`src/rtl/seg_xlate_pkg.sv`:
```
package seg_xlate_pkg;

   typedef enum logic [1:0] {
      FLT_NONE = 2'd0,
      FLT_SEG  = 2'd1,
      FLT_OFF  = 2'd2
   } flt_e;

   typedef enum logic [2:0] {
      ST_IDLE,
      ST_REQ_BASE,
      ST_WAIT_BASE,
      ST_REQ_LIM,
      ST_WAIT_LIM,
      ST_EVAL,
      ST_SEG_FLT
   } xl_state_e;

   localparam int unsigned CFG_SEL_BASE = 0;
   localparam int unsigned CFG_SEL_LEN  = 1;

endpackage

```
`src/rtl/seg_xlate_cfg.sv`:
```
module seg_xlate_cfg #(
   parameter int unsigned AW = 32
) (
   input  logic          clk,
   input  logic          rst_n,
   input  logic          cfg_we,
   input  logic          cfg_sel,
   input  logic [AW-1:0] cfg_wdata,
   output logic [AW-1:0] tbl_base,
   output logic [AW-1:0] tbl_len
);
   import seg_xlate_pkg::*;

   logic [AW-1:0] base_q;
   logic [AW-1:0] len_q;

   always_ff @(posedge clk or negedge rst_n) begin
      if (!rst_n) begin
         base_q <= '0;
         len_q  <= '0;
      end else if (cfg_we) begin
         if (cfg_sel == 1'(CFG_SEL_LEN)) begin
            len_q <= cfg_wdata;
         end else begin
            base_q <= cfg_wdata;
         end
      end
   end

   assign tbl_base = base_q;
   assign tbl_len  = len_q;
endmodule

```
`src/rtl/seg_xlate_addr.sv`:
```
module seg_xlate_addr #(
   parameter int unsigned AW          = 32,
   parameter int unsigned SEG_W       = 8,
   parameter int unsigned ENTRY_BYTES = 8
) (
   input  logic [AW-1:0]    tbl_base,
   input  logic [SEG_W-1:0] seg,
   input  logic             word_sel,
   output logic [AW-1:0]    rd_addr
);
   localparam int unsigned WORD_BYTES = AW / 8;
   localparam bit          ENTRY_POW2 = ((ENTRY_BYTES & (ENTRY_BYTES - 1)) == 0);
   localparam int unsigned ENTRY_SHIFT = $clog2(ENTRY_BYTES);

   logic [AW-1:0] entry_off;
   logic [AW-1:0] word_off;

   generate
      if (ENTRY_POW2) begin : g_shift
         assign entry_off = AW'(seg) << ENTRY_SHIFT;
      end else begin : g_mult
         assign entry_off = AW'(seg) * AW'(ENTRY_BYTES);
      end
   endgenerate

   assign word_off = word_sel ? AW'(WORD_BYTES) : '0;
   assign rd_addr  = tbl_base + entry_off + word_off;
endmodule

```
`src/rtl/seg_xlate_bound.sv`:
```
module seg_xlate_bound #(
   parameter int unsigned AW = 32
) (
   input  logic [AW-1:0] seg_base,
   input  logic [AW-1:0] seg_limit,
   input  logic [AW-1:0] offset,
   output logic          in_bounds,
   output logic [AW-1:0] phys
);
   assign in_bounds = (offset < seg_limit);
   assign phys      = seg_base + offset;
endmodule

```
`src/rtl/seg_xlate.sv`:
```
module seg_xlate #(
   parameter int unsigned AW          = 32,
   parameter int unsigned SEG_W       = 8,
   parameter int unsigned ENTRY_BYTES = 8
) (
   input  logic             clk,
   input  logic             rst_n,
   input  logic             cfg_we,
   input  logic             cfg_sel,
   input  logic [AW-1:0]    cfg_wdata,
   input  logic             req_valid,
   output logic             req_ready,
   input  logic [SEG_W-1:0] req_seg,
   input  logic [AW-1:0]    req_off,
   input  logic             req_write,
   output logic             mem_rd_valid,
   input  logic             mem_rd_ready,
   output logic [AW-1:0]    mem_rd_addr,
   input  logic             mem_rsp_valid,
   input  logic [AW-1:0]    mem_rsp_data,
   output logic             done,
   output logic [AW-1:0]    phys_addr,
   output logic             done_write,
   output logic             fault,
   output logic [1:0]       fault_code
);
   import seg_xlate_pkg::*;

   generate
      if (AW % 8 != 0) begin : g_bad_aw
         $error("seg_xlate: AW must be a whole number of bytes");
      end
      if (SEG_W == 0 || SEG_W >= AW) begin : g_bad_seg
         $error("seg_xlate: SEG_W must be between 1 and AW-1");
      end
      if (ENTRY_BYTES < 2 * (AW / 8)) begin : g_bad_entry
         $error("seg_xlate: an entry must hold a base word and a limit word");
      end
   endgenerate

   xl_state_e        state_q, state_d;
   logic [SEG_W-1:0] seg_q;
   logic [AW-1:0]    off_q;
   logic             wr_q;
   logic [AW-1:0]    sbase_q;
   logic [AW-1:0]    slim_q;
   logic [AW-1:0]    tbl_base;
   logic [AW-1:0]    tbl_len;
   logic             in_bounds;
   logic [AW-1:0]    phys;
   logic             accept;
   logic             seg_oob;

   seg_xlate_cfg #(.AW(AW)) u_cfg (
      .clk      (clk),
      .rst_n    (rst_n),
      .cfg_we   (cfg_we),
      .cfg_sel  (cfg_sel),
      .cfg_wdata(cfg_wdata),
      .tbl_base (tbl_base),
      .tbl_len  (tbl_len)
   );

   seg_xlate_addr #(.AW(AW), .SEG_W(SEG_W), .ENTRY_BYTES(ENTRY_BYTES)) u_addr (
      .tbl_base(tbl_base),
      .seg     (seg_q),
      .word_sel(state_q == ST_REQ_LIM),
      .rd_addr (mem_rd_addr)
   );

   seg_xlate_bound #(.AW(AW)) u_bound (
      .seg_base (sbase_q),
      .seg_limit(slim_q),
      .offset   (off_q),
      .in_bounds(in_bounds),
      .phys     (phys)
   );

   assign req_ready = (state_q == ST_IDLE);
   assign accept    = req_valid && req_ready;
   assign seg_oob   = (AW'(req_seg) >= tbl_len);

   always_comb begin
      state_d = state_q;
      unique case (state_q)
         ST_IDLE:      if (accept) state_d = seg_oob ? ST_SEG_FLT : ST_REQ_BASE;
         ST_REQ_BASE:  if (mem_rd_ready) state_d = ST_WAIT_BASE;
         ST_WAIT_BASE: if (mem_rsp_valid) state_d = ST_REQ_LIM;
         ST_REQ_LIM:   if (mem_rd_ready) state_d = ST_WAIT_LIM;
         ST_WAIT_LIM:  if (mem_rsp_valid) state_d = ST_EVAL;
         ST_EVAL:      state_d = ST_IDLE;
         ST_SEG_FLT:   state_d = ST_IDLE;
         default:      state_d = ST_IDLE;
      endcase
   end

   always_ff @(posedge clk or negedge rst_n) begin
      if (!rst_n) begin
         state_q <= ST_IDLE;
         seg_q   <= '0;
         off_q   <= '0;
         wr_q    <= 1'b0;
         sbase_q <= '0;
         slim_q  <= '0;
      end else begin
         state_q <= state_d;
         if (accept) begin
            seg_q <= req_seg;
            off_q <= req_off;
            wr_q  <= req_write;
         end
         if (state_q == ST_WAIT_BASE && mem_rsp_valid) sbase_q <= mem_rsp_data;
         if (state_q == ST_WAIT_LIM && mem_rsp_valid)  slim_q  <= mem_rsp_data;
      end
   end

   assign mem_rd_valid = (state_q == ST_REQ_BASE) || (state_q == ST_REQ_LIM);

   always_comb begin
      done       = 1'b0;
      fault      = 1'b0;
      fault_code = FLT_NONE;
      if (state_q == ST_EVAL) begin
         done  = in_bounds;
         fault = !in_bounds;
         if (!in_bounds) fault_code = FLT_OFF;
      end else if (state_q == ST_SEG_FLT) begin
         fault      = 1'b1;
         fault_code = FLT_SEG;
      end
   end

   assign phys_addr  = phys;
   assign done_write = wr_q;
endmodule

```
`config.mk`:
```
export PLATFORM = sky130hd
export DESIGN_NAME = seg_xlate
export DESIGN_NICKNAME = d
export VERILOG_FILES = /design/src/rtl/seg_xlate_pkg.sv /design/src/rtl/seg_xlate_cfg.sv /design/src/rtl/seg_xlate_addr.sv /design/src/rtl/seg_xlate_bound.sv /design/src/rtl/seg_xlate.sv
export SDC_FILE = /design/constraint.sdc
export NUM_CORES = 1
export LEC_CHECK = 0
export ABC_AREA = 1
export BUFFER_PORTS_ARGS = -buffer_cell sky130_fd_sc_hd__buf_2
export CORE_MARGIN = 4
export CORE_UTILIZATION = 52
export CTS_CLUSTER_DIAMETER = 50
export DETAILED_ROUTE_END_ITERATION = 10
export GPL_TIMING_DRIVEN = 0
export PLACE_DENSITY = 0.82
export SLEW_MARGIN = 20
export SYNTH_ARGS = -nofsm -noshare
export SYNTH_HDL_FRONTEND = slang
export SYNTH_SLANG_ARGS = --single-unit
```
`constraint.sdc`:
```
create_clock -name clk -period 2.3 [get_ports clk]
set_input_delay 0.345 -clock clk [delete_from_list [all_inputs] [get_ports clk]]
set_output_delay 0.345 -clock clk [all_outputs]
set_load 0.05 [all_outputs]
```
Word-level counts from Yosys, hierarchy flattened
Index checks and enable logic that the tools add are counted.

storage, ports and cells
  register bits = 172

operators by class
  reductions and logical operators = 9
  add/subtract/negate cells = 3
  order comparisons = 2
  muxes and demuxes = 14
  equality and inequality tests = 11
  bitwise operators = 1

operators by type and width
  operator                                                          number
  32-bit by 11-bit adder with 32-bit output                         1
  32-bit by 3-bit adder with 32-bit output                          1
  32-bit adder                                                      1
  8-bit by 32-bit greater-or-equal comparator with 1-bit output     1
  32-bit < comparator                                               1
  3-bit two-way mux                                                 7
  3-bit case mux with 5 select lines                                1
  3-bit == test (second input constant)                             3
  2-bit != test (second input constant)                             4
  3-bit by 2-bit == test with 1-bit output (second input constant)  2
  5-bit AND reduction                                               1
  1-bit two-way mux                                                 4
  2-bit two-way mux                                                 2
  2-bit AND reduction                                               2
  3-bit by 1-bit == test with 1-bit output (second input constant)  1
  1-bit logical AND                                                 3
  3-bit zero test                                                   1
  2-bit by 1-bit != test with 1-bit output (second input constant)  1
  1-bit zero test                                                   1
  1-bit logical OR                                                  1
  1-bit NOT                                                         1

Longest topological paths before layout
  word-level depth = 4
  mapped depth = 14

By module
Synthesis repeated with hierarchy kept, for this count alone.

unflattened totals
  cell total of the unflattened synthesis = 1,604
  area total of the unflattened synthesis = 11,687.5 µm²

modules (own cells, without submodules)
  module           sequential area each (µm²)  instances  cells an instance  area each (µm²)
  seg_xlate        2,702.6                     1          433                4,605.7
  seg_xlate_bound  0.0                         1          606                3,098.0
  seg_xlate_cfg    1,601.5                     1          279                2,615.0
  seg_xlate_addr   0.0                         1          286                1,368.8

Worst setup path after synthesis
OpenSTA, ideal clock, no wires.

  path type = register to output
  start point = reg state_q[2]
  end point = out mem_rd_addr[18]
  path slack = -1,534 ps
  arrival = 3,489 ps
  required time = 1,955 ps
  stages on the path, launching flop included = 14
  cell sequence = dfrtp_1 -> buf_2 -> nor2_1 -> nand2_1 -> inv_1 -> ha_1 -> inv_1 -> fa_1 -> inv_1 -> nand2_1 -> o21a_1 -> o21ai_2 -> nand2_1 -> xnor2_1

between the ends
  word-level cells in the longest chain between the ends = 3

RTL lines
  what                                      line                  RTL
  start, declared                           seg_xlate.sv:41       xl_state_e state_q, state_d;
  start signal, assigned                    seg_xlate.sv:106      state_q <= state_d;
  3-bit by 2-bit == test with 1-bit output  seg_xlate.sv:67       .word_sel(state_q == ST_REQ_LIM),
  3-bit two-way mux                         seg_xlate_addr.sv:26  assign word_off = word_sel ? AW'(WORD_BYTES) : '0;
  32-bit by 3-bit adder with 32-bit output  seg_xlate_addr.sv:27  assign rd_addr = tbl_base + entry_off + word_off;
  end, declared                             seg_xlate.sv:18       output logic [AW-1:0] mem_rd_addr,

Every way passes these cells.

Final worst setup path
  start point = reg sbase_q[0]
  end point = out phys_addr[19]

between the ends
  word-level cells in the longest chain between the ends = 1

RTL lines
  what                    line                   RTL
  start, declared         seg_xlate.sv:45        logic [AW-1:0] sbase_q;
  start signal, assigned  seg_xlate.sv:112       if (state_q == ST_WAIT_BASE && mem_rsp_valid) sbase_q <= mem_rsp_data;
  32-bit adder            seg_xlate_bound.sv:11  assign phys = seg_base + offset;
  end, declared           seg_xlate.sv:22        output logic [AW-1:0] phys_addr,

Every way passes these cells.

==> out/metrics.csv <==
stage,metric,value,unit
layout,P&R area growth vs syn,51.5,%
synthesis,synth cell count leaders,"342 x nand2_1, 179 x inv_1, 172 x dfrtp_1",
synthesis,cell type with the largest total area after synthesis,dfrtp_1,
synthesis,prevailing post-synth register cell,dfrtp_1,
clock_network,Max Root-Sink Buffers,2,
sta,clk_skew,0.0196,ns
synthesis,number of synthesized flops with an enable pin,0,
clock_network,CTS buffer count,17,
routing,DRT antenna net count,0,
die,Die Wd,151,µm
synthesis,Synth area leaders,"dfrtp_1 40%, nand2_1 12%, ha_1 9.3%",
die,height of the die,151,µm
sta,Slew @ Worst Pin,0.656,ns
synthesis,Unique masters post-synth,40,
routing,DRC Markers,0,
clock_network,TritonCTS clock tree,built,
clock_network,"Reg clk slew, reported paths",0.07,ns
die,die area,0.0228,mm²
sta,Final Setup Violations,62,
synthesis,Mapped Avg Cell Area,8.01,µm²
grt,Overflow after GRT,0,
die,Initial Util,52.8,%
routing,Vias,11407,
critical_path,Crit path largest cell delay,0.43,ns
critical_path,crit end category,output pin,
critical_path,"most used cell, CP",buf_6,
critical_path,Crit Path Max Fanout,3,
placed_design,hpwl dp,22900,µm
sta,fin. max-slew vios,0,
clock_network,H-tree Lvls,4,
worst_hold_path,Hold WC Path Type,in2reg,
critical_path,Critical Path AT,2.96,ns
clock_network,root buffer cell,clkbuf_16,
run_status,status,"finished, violations left",
critical_path,nature of the critical path startpoint,register,
sta,unrepaired setup endpoints after global routing,true,
routing,Met1 Routed Length,14600,µm
sta,Max Freq,302,MHz
placed_design,port bufs,182,
layout,post-route cell area,0.0162,mm²
synthesis,Post-synth ARST share,100,%
critical_path,worst-path cell with the longest stage delay,dfrtp_2,
synthesis,Post-Syn Area,0.0107,mm²
critical_path,Worst Setup Path Type,reg2out,
die,CORE AREA,0.0202,mm²
synthesis,leading cell type by number of instances after synthesis,nand2_1,
grt,vias in the first global route,10908,
routing,via/cell ratio,6.03,
die,I/O pins,183,
routing,Routed WL,43300,µm
sta,Fin. Hold Viols,0,
synthesis,Ys Warns,0,
run,# Max-Cap Violations,0,
routing,top routing layer in use,met5,
critical_path,critical path required time,1.96,ns
routing,DR iter-0 viols,1081,
routing,router iterations before antenna repair,8,
die,Cell Rows,52,
critical_path,crit-path cells,ha_4 > buf_4 > inv_1 > o21ai_4 > buf_6 > nand4_1 > nand3_4 > xor2_4 > buf_6,
routing,met3 routed WL,4360,µm
critical_path,worst path bufs/invs,4,
synthesis,syn_nets,1523,
routing,metal2 WL,20800,µm
run_status,failing checks,setup timing,
placed_design,area post-placement,0.0127,mm²
grt,gr usage total,30.8,%
grt,global-route wire length before repair,55100,µm
synthesis,"Seq/Total Area, Yosys",40.4,%
clock_network,worst skew pair latency,0.44,ns
layout,Final Util,80.1,%
layout,Final #Nets,1804,
synthesis,gate count of the mapped netlist,1330,
layout,layout cells sized above 1,42.0,%
clock_network,CTS sink count,172,
sta,Tcrit/Tclk final,144,%
sta,minimum clock period,3.31,ns
grt,largest net degree at the start of global routing,66,
synthesis,synthesized flop and latch total,172,
critical_path,top cell family by delay on the critical path,simple AND/OR/NAND/NOR gates,
synthesis,share of the synthesized area in the top cell type,40.4,%
placed_design,GP Congestion,0.917,
routing,wire per inst,22.9,µm
grt,initial antenna violation count,7,
sta,setup ws final,-1.01,ns
sta,relative slew slack,56.3,%
## metal layers
metal,vias up,global-route usage (%)
li1,4858,-
met4,10,14.2
met3,322,5.86
met1,5423,36.3
met5,-,0
met2,794,54.4
## cells by family after synthesis
| family | count (synthesis) | synth area share [%] |
|---|---|---|
| AO/OA/AOI/OAI | 245 | 11.9 |
| multiplexers | 39 | 5.39 |
| XOR/XNOR | 43 | 3.53 |
| flip-flops | 172 | 40.4 |
| adder cells (fa/ha/maj) | 81 | 9.65 |
| buffers and inverters | 216 | 7.97 |
| AND/OR/NAND/NOR | 534 | 21.2 |
## final timing paths
| path | startpoint | endpoint | slack, ns | cells after the start |
|---|---|---|---|---|
| worst min-delay path | req_off[19] | off_q[19] | 0.14 | 2 |
| worst min register to register | u_cfg.tbl_len[17] | u_cfg.tbl_len[17] | 0.49 | 2 |
| min in group asynchronous | rst_n | u_cfg.tbl_len[5] | 0.42 | 2 |
| worst max-delay path | sbase_q[0] | phys_addr[19] | -1.01 | 9 |
| max in group asynchronous | rst_n | sbase_q[22] | 1.22 | 3 |
| worst max register to register | u_cfg.tbl_len[1] | state_q[0] | 0.21 | 13 |
## layout make-up
cell class / count / area [µm²]
Inverter: 185 / 704
Antenna cell: 1 / 2.50
Timing Repair Buffer: 263 / 2190
Multi-Input combinational cell: 942 / 7840
Fill cell: 1103 / 4020
Clock inverter: 13 / 178
Tap cell: 270 / 338
Sequential cell: 172 / 4320
Clock buffer: 17 / 425
Buffer: 30 / 150
## metrics by stage
stage                     instances  worst slack, ns  TNS, ns  hold slack, ns
after floorplan                1330           -0.659    -9.24          0.0494
after global placement         1782            -1.80  -323.46           0.465
after detailed placement       1784           -0.797   -18.15           0.290
after CTS                      1869           -0.899   -28.62           0.127
after global routing           1893            -1.08   -41.77           0.129
final                          1893            -1.01   -37.69           0.137
## registers in the layout, indices dropped and copies added, names as in the netlist
| name | flops |
|---|---|
| u_cfg.tbl_base | 32 |
| seg_q | 8 |
| slim_q | 32 |
| sbase_q | 32 |
| u_cfg.tbl_len | 32 |
| state_q | 3 |
| off_q | 32 |
| done_write | 1 |
## placed cells by master, fill, tap and decap left out, types with 30 or more instances in the layout
cell type	n
o21ai_0	110
ha_4	42
ha_1	31
o21ai_1	41
nor2_1	66
buf_2	119
buf_6	70
dfrtp_1	159
nand2_1	250
mux2_4	36
inv_1	166
nand2_4	34
a21oi_1	30
nand2_2	62
buf_4	52
## repair_timing
| item | in CTS | in global routing |
|---|---|---|
| setup buffers | 54 | 34 |
| setup endpoints to repair | 62 | 62 |
| pin swaps | 87 | 90 |
| hold endpoints to repair | 50 | 0 |
| resized for setup | 409 | 131 |
| hold buffers | 1 | 0 |
Power is not shown: default switching activity piles up to over one toggle a cycle in this logic, so the estimate is an artifact.
